`config.mk`:
```
export PLATFORM = sky130hd
export DESIGN_NAME = trig_pwm
export DESIGN_NICKNAME = d
export VERILOG_FILES = /design/src/rtl/trig_pwm_pkg.sv /design/src/rtl/trig_pwm_period.sv /design/src/rtl/trig_pwm_duty_scale.sv /design/src/rtl/trig_pwm_chan.sv /design/src/rtl/trig_pwm.sv
export SDC_FILE = /design/constraint.sdc
export NUM_CORES = 1
export LEC_CHECK = 0
export ABC_AREA = 1
export BUFFER_PORTS_ARGS = -buffer_cell sky130_fd_sc_hd__buf_2
export CAP_MARGIN = 20
export CORE_MARGIN = 8
export CORE_UTILIZATION = 25
export DETAILED_ROUTE_END_ITERATION = 10
export SETUP_SLACK_MARGIN = 0.02
export SYNTH_ARGS = -nofsm -noshare
export SYNTH_HDL_FRONTEND = slang
export SYNTH_HIERARCHICAL = 1
export SYNTH_SLANG_ARGS = --single-unit
export TNS_END_PERCENT = 100
```
`constraint.sdc`:
```
create_clock -name clk_i -period 6.25 [get_ports clk_i]
set_clock_uncertainty 0.15 [all_clocks]
set_input_delay 0 -clock clk_i [delete_from_list [all_inputs] [get_ports clk_i]]
set_output_delay 0 -clock clk_i [all_outputs]
set_load 0.005 [all_outputs]
```
`src/rtl/trig_pwm_pkg.sv`:
```
`timescale 1ns/1ps
package trig_pwm_pkg;
  typedef enum logic [2:0] {
    WK_DUTY   = 3'd0,
    WK_CMP    = 3'd1,
    WK_PMODE  = 3'd2,
    WK_PERIOD = 3'd3,
    WK_RUN    = 3'd4
  } wr_kind_e;

  typedef enum logic [1:0] {
    PM_OFF   = 2'd0,
    PM_RSVD  = 2'd1,
    PM_ARMED = 2'd2,
    PM_DRIVE = 2'd3
  } pin_mode_e;
endpackage

```
`src/rtl/trig_pwm_period.sv`:
```
`timescale 1ns/1ps
module trig_pwm_period #(
  parameter int CNT_W = 16
) (
  input  logic             clk_i,
  input  logic             rst_ni,
  input  logic             per_we_i,
  input  logic             run_we_i,
  input  logic [CNT_W-1:0] wr_data_i,
  output logic [CNT_W-1:0] per_o,
  output logic             active_o,
  output logic             trig_o,
  output logic             rise_o
);
  logic [CNT_W-1:0] per_q, cnt_q, half, half_eff, reload;
  logic             run_q, trig_q, rise_q;

  assign half     = per_q >> 1;
  assign half_eff = (half == '0) ? CNT_W'(1) : half;
  assign reload   = half_eff - CNT_W'(1);

  always_ff @(posedge clk_i or negedge rst_ni) begin
    if (!rst_ni) begin
      per_q  <= '0;
      cnt_q  <= '0;
      run_q  <= 1'b0;
      trig_q <= 1'b0;
      rise_q <= 1'b0;
    end else begin
      rise_q <= 1'b0;
      if (per_we_i) per_q <= wr_data_i;
      if (run_we_i && wr_data_i[1:0] == 2'd0) begin
        run_q  <= 1'b0;
        trig_q <= 1'b0;
        cnt_q  <= '0;
      end else if (run_we_i && wr_data_i[1:0] == 2'd3 && !run_q) begin
        run_q  <= 1'b1;
        trig_q <= 1'b1;
        rise_q <= 1'b1;
        cnt_q  <= reload;
      end else if (run_q) begin
        if (cnt_q == '0) begin
          cnt_q  <= reload;
          trig_q <= ~trig_q;
          rise_q <= ~trig_q;
        end else begin
          cnt_q <= cnt_q - CNT_W'(1);
        end
      end
    end
  end

  assign per_o    = per_q;
  assign active_o = run_q;
  assign trig_o   = trig_q;
  assign rise_o   = rise_q;

  a_r3_idle_low: assert property (@(posedge clk_i) disable iff (!rst_ni)
    !run_q |-> !trig_q) else $error("trigger high while stopped");

  a_r2_rise_high: assert property (@(posedge clk_i) disable iff (!rst_ni)
    rise_q |-> trig_q) else $error("rise pulse without high trigger");

  a_r2_toggle_at_zero: assert property (@(posedge clk_i) disable iff (!rst_ni)
    (run_q && $past(run_q) && !$stable(trig_q)) |-> ($past(cnt_q) == '0))
    else $error("trigger toggled before half period expired");
endmodule

```
`src/rtl/trig_pwm_duty_scale.sv`:
```
`timescale 1ns/1ps
module trig_pwm_duty_scale #(
  parameter int CNT_W = 16
) (
  input  logic [CNT_W-1:0] duty_i,
  input  logic [CNT_W-1:0] per_i,
  output logic [CNT_W-1:0] cmp_o
);
  localparam int PW = 2 * CNT_W;
  localparam logic [PW-1:0] RND = PW'(1) << (CNT_W - 1);

  logic [PW-1:0] prod;
  assign prod  = PW'(duty_i) * PW'(per_i) + RND;
  assign cmp_o = CNT_W'(prod >> CNT_W);
endmodule

```
`src/rtl/trig_pwm_chan.sv`:
```
`timescale 1ns/1ps
module trig_pwm_chan
  import trig_pwm_pkg::*;
#(
  parameter int CNT_W = 16
) (
  input  logic             clk_i,
  input  logic             rst_ni,
  input  logic             active_i,
  input  logic             rise_i,
  input  logic             cmp_we_i,
  input  logic [CNT_W-1:0] cmp_i,
  input  logic             mode_we_i,
  input  logic [1:0]       mode_i,
  output logic             pwm_o,
  output logic             oe_o
);
  pin_mode_e        mode_q, mode_new;
  logic [CNT_W-1:0] cmp_q, cnt_q;
  logic             run_q, armed, mode_ok;

  assign mode_new = pin_mode_e'(mode_i);
  assign armed    = (mode_q == PM_ARMED) || (mode_q == PM_DRIVE);

  // handover order: off <-> armed <-> drive
  always_comb begin
    unique case (mode_new)
      PM_ARMED: mode_ok = 1'b1;
      PM_DRIVE: mode_ok = (mode_q == PM_ARMED);
      PM_OFF:   mode_ok = (mode_q == PM_ARMED);
      default:  mode_ok = 1'b0;
    endcase
  end

  always_ff @(posedge clk_i or negedge rst_ni) begin
    if (!rst_ni) begin
      mode_q <= PM_OFF;
      cmp_q  <= '0;
    end else begin
      if (cmp_we_i) cmp_q <= cmp_i;
      if (mode_we_i && mode_ok) mode_q <= mode_new;
    end
  end

  always_ff @(posedge clk_i or negedge rst_ni) begin
    if (!rst_ni) begin
      run_q <= 1'b0;
      cnt_q <= '0;
    end else if (!active_i || !armed) begin
      run_q <= 1'b0;
      cnt_q <= '0;
    end else if (rise_i) begin
      if (cmp_q == '0) begin
        run_q <= 1'b0;
      end else begin
        run_q <= 1'b1;
        cnt_q <= cmp_q - CNT_W'(1);
      end
    end else if (run_q) begin
      if (cnt_q == '0) run_q <= 1'b0;
      else             cnt_q <= cnt_q - CNT_W'(1);
    end
  end

  assign oe_o  = (mode_q == PM_DRIVE);
  assign pwm_o = (mode_q == PM_DRIVE) && active_i && run_q;

  a_r9_undriven_low: assert property (@(posedge clk_i) disable iff (!rst_ni)
    !oe_o |-> !pwm_o) else $error("pin value without output enable");

  a_r10_oe_handover: assert property (@(posedge clk_i) disable iff (!rst_ni)
    $rose(oe_o) |-> ($past(mode_q) == PM_ARMED)) else $error("drive entered not from armed");

  a_r3_stopped_low: assert property (@(posedge clk_i) disable iff (!rst_ni)
    !active_i |-> !pwm_o) else $error("output high while stopped");

  a_r7_zero_cmp: assert property (@(posedge clk_i) disable iff (!rst_ni)
    (active_i && armed && rise_i && cmp_q == '0) |=> !run_q) else $error("zero compare started pulse");

  a_r4_load: assert property (@(posedge clk_i) disable iff (!rst_ni)
    (active_i && armed && rise_i && cmp_q != '0) |=> run_q) else $error("pulse not started on rise");
endmodule

```
`src/rtl/trig_pwm.sv`:
```
`timescale 1ns/1ps
module trig_pwm
  import trig_pwm_pkg::*;
#(
  parameter int NUM_TIMERS = 8,
  parameter int CNT_W      = 16,
  parameter int IDX_W      = $clog2(NUM_TIMERS) + 1
) (
  input  logic                  clk_i,
  input  logic                  rst_ni,
  input  logic                  wr_en_i,
  input  logic [2:0]            wr_kind_i,
  input  logic [IDX_W-1:0]      wr_idx_i,
  input  logic [CNT_W-1:0]      wr_data_i,
  output logic                  trig_o,
  output logic [NUM_TIMERS-2:0] pwm_o,
  output logic [NUM_TIMERS-2:0] pwm_oe_o
);
  localparam int NUM_CH = NUM_TIMERS - 1;

  wr_kind_e         kind;
  logic [CNT_W-1:0] per, duty_cmp, cmp_val;
  logic             active, rise, cmp_kind;
  logic [NUM_CH-1:0] sel;

  assign kind     = wr_kind_e'(wr_kind_i);
  assign cmp_kind = (kind == WK_DUTY) || (kind == WK_CMP);
  assign cmp_val  = (kind == WK_DUTY) ? duty_cmp : wr_data_i;

  trig_pwm_period #(.CNT_W(CNT_W)) u_period (
    .clk_i     (clk_i),
    .rst_ni    (rst_ni),
    .per_we_i  (wr_en_i && kind == WK_PERIOD),
    .run_we_i  (wr_en_i && kind == WK_RUN),
    .wr_data_i (wr_data_i),
    .per_o     (per),
    .active_o  (active),
    .trig_o    (trig_o),
    .rise_o    (rise)
  );

  trig_pwm_duty_scale #(.CNT_W(CNT_W)) u_scale (
    .duty_i (wr_data_i),
    .per_i  (per),
    .cmp_o  (duty_cmp)
  );

  for (genvar i = 0; i < NUM_CH; i++) begin : g_ch
    assign sel[i] = wr_en_i && (wr_idx_i == IDX_W'(i + 1));
    trig_pwm_chan #(.CNT_W(CNT_W)) u_ch (
      .clk_i     (clk_i),
      .rst_ni    (rst_ni),
      .active_i  (active),
      .rise_i    (rise),
      .cmp_we_i  (sel[i] && cmp_kind),
      .cmp_i     (cmp_val),
      .mode_we_i (sel[i] && kind == WK_PMODE),
      .mode_i    (wr_data_i[1:0]),
      .pwm_o     (pwm_o[i]),
      .oe_o      (pwm_oe_o[i])
    );
  end

  a_r1_one_target: assert property (@(posedge clk_i) disable iff (!rst_ni)
    $onehot0(sel)) else $error("write reached more than one channel");

  a_r3_stop_clears: assert property (@(posedge clk_i) disable iff (!rst_ni)
    (wr_en_i && kind == WK_RUN && wr_data_i[1:0] == 2'd0) |=> (!trig_o && pwm_o == '0))
    else $error("stop left outputs high");
endmodule

```
* Word level (Yosys, flattened, before mapping)
Index checks and enable logic that the tools add are counted.
** Storage, ports and cells
- Flip-flop bits (word level) :: 280
- Input bits :: 26
- Output and inout bits :: 15
** Operators by class
- Add/subtract/negate cells :: 17
- $mul :: 1
- Equality and inequality tests :: 41
- Mux-type cells :: 93
- Bitwise logic cells :: 1
- Reductions and logical operators :: 107
** Operator list (count)
- 16-bit 2-to-1 mux :: 40
- 16-bit logical NOT :: 16
- 16-bit by 1-bit subtractor with 16-bit output (second input constant) :: 16
- 1-bit logical AND :: 47
- 1-bit 2-to-1 mux :: 45
- 3-bit by 2-bit inequality test with 1-bit output (second input constant) :: 14
- 32-bit by 16-bit adder with 32-bit output (second input constant) :: 1
- 2-bit equality test (second input constant) :: 16
- 16-bit by 16-bit multiplier with 32-bit output :: 1
- 3-bit nonzero test :: 9
- 3-bit AND reduction :: 7
- 4-bit by 3-bit equality test with 1-bit output (second input constant) :: 4
- 1-bit logical OR :: 15
- 15-bit 2-to-1 mux :: 1
- 1-bit case mux with 2 select lines :: 7
- 4-bit by 2-bit equality test with 1-bit output (second input constant) :: 2
- 1-bit logical NOT :: 8
- 3-bit by 2-bit equality test with 1-bit output (second input constant) :: 2
- 4-bit by 1-bit equality test with 1-bit output (second input constant) :: 1
- 3-bit by 1-bit equality test with 1-bit output (second input constant) :: 1
- 3-bit equality test (second input constant) :: 1
- 3-bit logical NOT :: 1
- 2-bit logical NOT :: 1
- 2-bit AND reduction :: 1
- 3 further kinds :: 3

* Longest topological paths before layout
- Word-level depth :: 7
- Gate-level depth with buffers :: 29

* Hierarchy
Netlist, hierarchy kept.
** Modules (own cells, without submodules)
- trig_pwm_chan :: times used 7, cells an instance 291, area each 2094.5 um^2, seq. area each 875.8 um^2
- trig_pwm_duty_scale :: times used 1, cells an instance 1283, area each 9133.8 um^2, seq. area each 0.0 um^2
- trig_pwm_period :: times used 1, cells an instance 316, area each 2285.9 um^2, seq. area each 875.8 um^2
- trig_pwm :: times used 1, cells an instance 93, area each 417.9 um^2, seq. area each 0.0 um^2

* Worst setup path before layout
OpenSTA, ideal clock, no wires.
- Kind :: reg-to-reg
- Start point :: reg u_period.per_q[7] (netlist: u_period/per_o[7])
- End point :: reg g_ch[0].u_ch.cmp_q[11]
- Library setup time :: 0.134 ns
- Arrival :: 5.515 ns
- Required time :: 5.966 ns
- Path slack :: 0.451 ns
- Stages on the path, launching flop included :: 28
- Period minus slack after synthesis :: 5.799 ns
- Path through :: dfrtp_1 clkbuf_1 clkbuf_1 nand2_1 fa_1 inv_1 fa_1 inv_1 fa_1 inv_1 fa_1 fa_1 inv_1 fa_1 inv_1 ha_1 a21oi_1 o21ai_0 a21oi_1 nor2_1 nor2_1 nand2_1 nand2_1 nand2_1 nand3_1 nand2_1 nand2_1 o21ai_0
** On the way
- Word-level cells in the longest chain between the ends :: 3
** RTL lines
- start: declaration :: RTL line trig_pwm_period.sv:15 : logic [CNT_W-1:0] per_q, cnt_q, half, half_eff, reload;
- start signal: assignment :: RTL line trig_pwm_period.sv:31 : if (per_we_i) per_q <= wr_data_i;
- 16-bit by 16-bit multiplier with 32-bit output :: RTL line trig_pwm_duty_scale.sv:13 : assign prod = PW'(duty_i) * PW'(per_i) + RND;
- 32-bit by 16-bit adder with 32-bit output :: RTL line trig_pwm_duty_scale.sv:13
- net duty_cmp[11] :: RTL line trig_pwm.sv:22 : logic [CNT_W-1:0] per, duty_cmp, cmp_val;
- 16-bit 2-to-1 mux :: RTL line trig_pwm.sv:28 : assign cmp_val = (kind == WK_DUTY) ? duty_cmp : wr_data_i;
- net cmp_val[11] :: RTL line trig_pwm.sv:22
- end signal: assignment :: RTL line trig_pwm_chan.sv:40 : if (cmp_we_i) cmp_q <= cmp_i;
- end: declaration :: RTL line trig_pwm_chan.sv:19 : logic [CNT_W-1:0] cmp_q, cnt_q;
The timed path passes the listed nets, and every way through them passes these cells.
A chain may end at the register's enable or synchronous reset.

* Final worst setup path
- Start point :: reg u_period.per_q[6] (netlist: u_period/per_o[6])
- End point :: reg g_ch[6].u_ch.cmp_q[9]
** On the way
- Word-level cells in the longest chain between the ends :: 3
** RTL lines (RTL line)
- 16-bit by 16-bit multiplier with 32-bit output :: trig_pwm_duty_scale.sv:13
- 32-bit by 16-bit adder with 32-bit output :: trig_pwm_duty_scale.sv:13
- net duty_cmp[9] :: trig_pwm.sv:22
- 16-bit 2-to-1 mux :: trig_pwm.sv:28
- net cmp_val[9] :: trig_pwm.sv:22
- end signal: assignment :: trig_pwm_chan.sv:40
- end: declaration :: trig_pwm_chan.sv:19
The timed path passes the listed nets, and every way through them passes these cells.

==> results.cfg <==
[run_status]
outcome = complete, but fails checks
failed_checks = negative hold slack

[min_path]
worstHoldStart = wr_kind_i[2]
hp-class = input pin to flop

[finish]
finish.utilization = 0.2846
final_common_cell = nand2_1
multiInputGateArea_um2 = 16430
fillers = 11449
syn2layout_area_growth_pct = 13.06
drive_above_1_share = 0.1006
layout_common_cells = nand2_1 (1203), inv_1 (639), dfrtp_1 (264)
nets = 4117
final_cell_area_um2 = 29960
seq_area_um2 = 7029

[synthesis]
synth_top_area_cell = dfrtp_1
synth_warnings = 6
ys_async_sr_fraction = 1.000
synth_nets = 4085
synth_seq_area_share = 0.2644
synth_area_leaders = dfrtp_1 (26%), nand2_1 (17%), fa_1 (15%)
dominantRegCellSynth = dfrtp_1
netlist_area_um2 = 26500
ys_ff_latch = 280
synth_top_area_share = 0.2644
syn_inst = 3729
synth_edf_count = 0
avgSynthCellArea_um2 = 7.106
ys_types = 45

[detailed_routing]
routed_wl_um = 76180
drt_pass1_iterations = 5
post_drt_via_cell_ratio = 4.462
drtIter0Drc = 1659
num_vias = 23117
drc = 0
routedWlPerCell_um = 14.70
drtAntennaViolNets = 0

[sta]
max_freq_ghz = 0.1680
fin_crit_ps = 5953
rsz0062_at_grt = yes
finalSetupViolCount = 0
hold-worst-slack_ps = -25.90
tightest_slew_ps = 969.7
fin_crit_sh = 0.9525
final_hold_viol_count = 18
slew-limit-headroom = 0.3535
tns_ps = 0
slew_viol_final = 0

[critical_path]
cp-startpoint = u_period/per_o[6]
worstSetupStartpointType = flop
critPathMaxFanout = 7
critPathMaxStageDelay_ps = 510
r2r-start = u_period/per_o[6]
path_class = flop to flop
worstPathRequired_ps = 6520
critPathCaptureType = flop
path_common_cell = fa_1
crit_arrival_ps = 6220
crit_chain = clkbuf_2 -> buf_4 -> nand2_1 -> fa_1 -> fa_1 -> inv_1 -> fa_1 -> fa_1 -> fa_1 -> inv_1 -> fa_1 -> inv_1 -> ha_1 -> a21oi_1 -> o21ai_0 -> a21o_1 -> a21oi_1 -> nand2_1 -> nand2_1 -> nand2_1 -> nand3_1 -> nand2_2 -> nand2_1 -> o21ai_0
crit_slowest_cell = fa_1

[die]
fp.dieW_um = 341.6
core_area_um2 = 105300
io_pins = 41
fp.dieArea_um2 = 116700
start_util = 0.2517
die_height_um = 341.6
rows = 119

[place]
io_buffer_count = 40
post_dp_cell_area_um2 = 28210
dp_hpwl_um = 56960
globalplace.congestion = 0.9201

[clock_network]
clock_latency_ps = 570
cts_buffer_depth = 3
tritoncts = built
clock_sinks = 280
cts-root-buf = clkbuf_16
clk_pin_slew_ps = 70
cts_buffers = 35
cts-htree-levels = 2

[grt]
antenna_found_initial = 4
gr-total-overflow = 0
grt_max_degree = 141
grt_use_total = 0.1300
grt_pass1_wl_um = 125100
grt_pass1_vias = 23125

[job]
cap_violations = 0
[logic make-up after synthesis]
group,Yosys count,synth area share
AOI/OAI and AO/OA,306,0.06138
muxes,17,0.007224
adders and majority gates,330,0.2105
DFF,280,0.2644
and+or+nand+nor,1940,0.3144
buffers and inverters,788,0.1196
xor gates and xnor gates,68,0.02248
[synth_stat cells, drive strengths merged, types with 22 or more instances]
library cell	instances
clkbuf	98
o21ai	244
nand2	1275
inv	648
xnor2	24
a21oi	42
buf	35
nand3b	37
xor2	44
ha	137
nor2	320
nand4	22
dfrtp	280
fa	193
nand3	255
[worst paths after layout]
| check | endpoint | slack, ps | depth (start not counted) |
|---|---|---|---|
| max | g_ch[6].u_ch/cmp_q[9] | 300 | 24 |
| min | g_ch[3].u_ch/cmp_q[15] | -30 | 6 |
| max reg2reg | g_ch[6].u_ch/cmp_q[9] | 300 | 24 |
| min reg2reg | g_ch[6].u_ch/cnt_q[1] | 360 | 2 |
| max in group asynchronous | g_ch[0].u_ch/run_q | 4680 | 3 |
| min in group asynchronous | u_period/per_o[11] | 20 | 2 |
[what timing repair did]
| action | in CTS | in global routing |
|---|---|---|
| setup buffers | 0 | 4 |
| hold endpoints to repair | 152 | 0 |
| cloned | 0 | 0 |
| resized for setup | 4 | 46 |
| pin swaps | 0 | 4 |
| endpoints found under the setup margin | 22 | 100 |
| hold buffers | 27 | 0 |
[layer usage]
| metal | routed length (um) | track usage | vias to the layer above |
|---|---|---|---|
| li1 | - | - | 11399 |
| met1 | 35860 | 0.1829 | 11007 |
| met2 | 33980 | 0.2083 | 599 |
| met3 | 4322 | 0.01754 | 112 |
| met4 | 2006 | 0.03540 | 0 |
| met5 | 0 | 0 | - |
[flip-flops by register name, summed over array words and instances, names as in the netlist]
| signal | count |
|---|---|
| g_ch.u_ch/run_q | 7 |
| g_ch.u_ch/mode_q | 14 |
| u_period/trig_o | 1 |
| u_period/per_o | 16 |
| g_ch.u_ch/cnt_q | 112 |
| u_period/rise_o | 1 |
| u_period/active_o | 1 |
| u_period/cnt_q | 16 |
| g_ch.u_ch/cmp_q | 112 |
[area by class of cell]
cell class	count	share of cell area
multi-input combinational	2661	0.5485
sequential	280	0.2346
inverter	655	0.08323
tap	1391	0.05809
timing repair buffer	128	0.03283
clock buffer	41	0.03065
clock inverter	22	0.01186
antenna	3	0.0002506
[through the flow]
step	instances	setup WS, ps
global placement	5083	-61.71
finish	5181	296.8
global route	5178	-31.32
CTS	5173	45.74
floorplan	3729	450.8
detailed placement	5083	-136.0
[critical path: cells and delay by family, from the launching register on]
| family | cells | cell delay (ps) |
|---|---|---|
| adders and majority gates | 7 | 3270 |
| AOI/OAI and AO/OA | 5 | 830 |
| and+or+nand+nor | 7 | 640 |
| buffers and inverters | 5 | 480 |
| DFF | 1 | 440 |
Power is left out: the tool's default activity adds up to more than one toggle a clock period on the data nets, which glitch-free logic cannot reach.
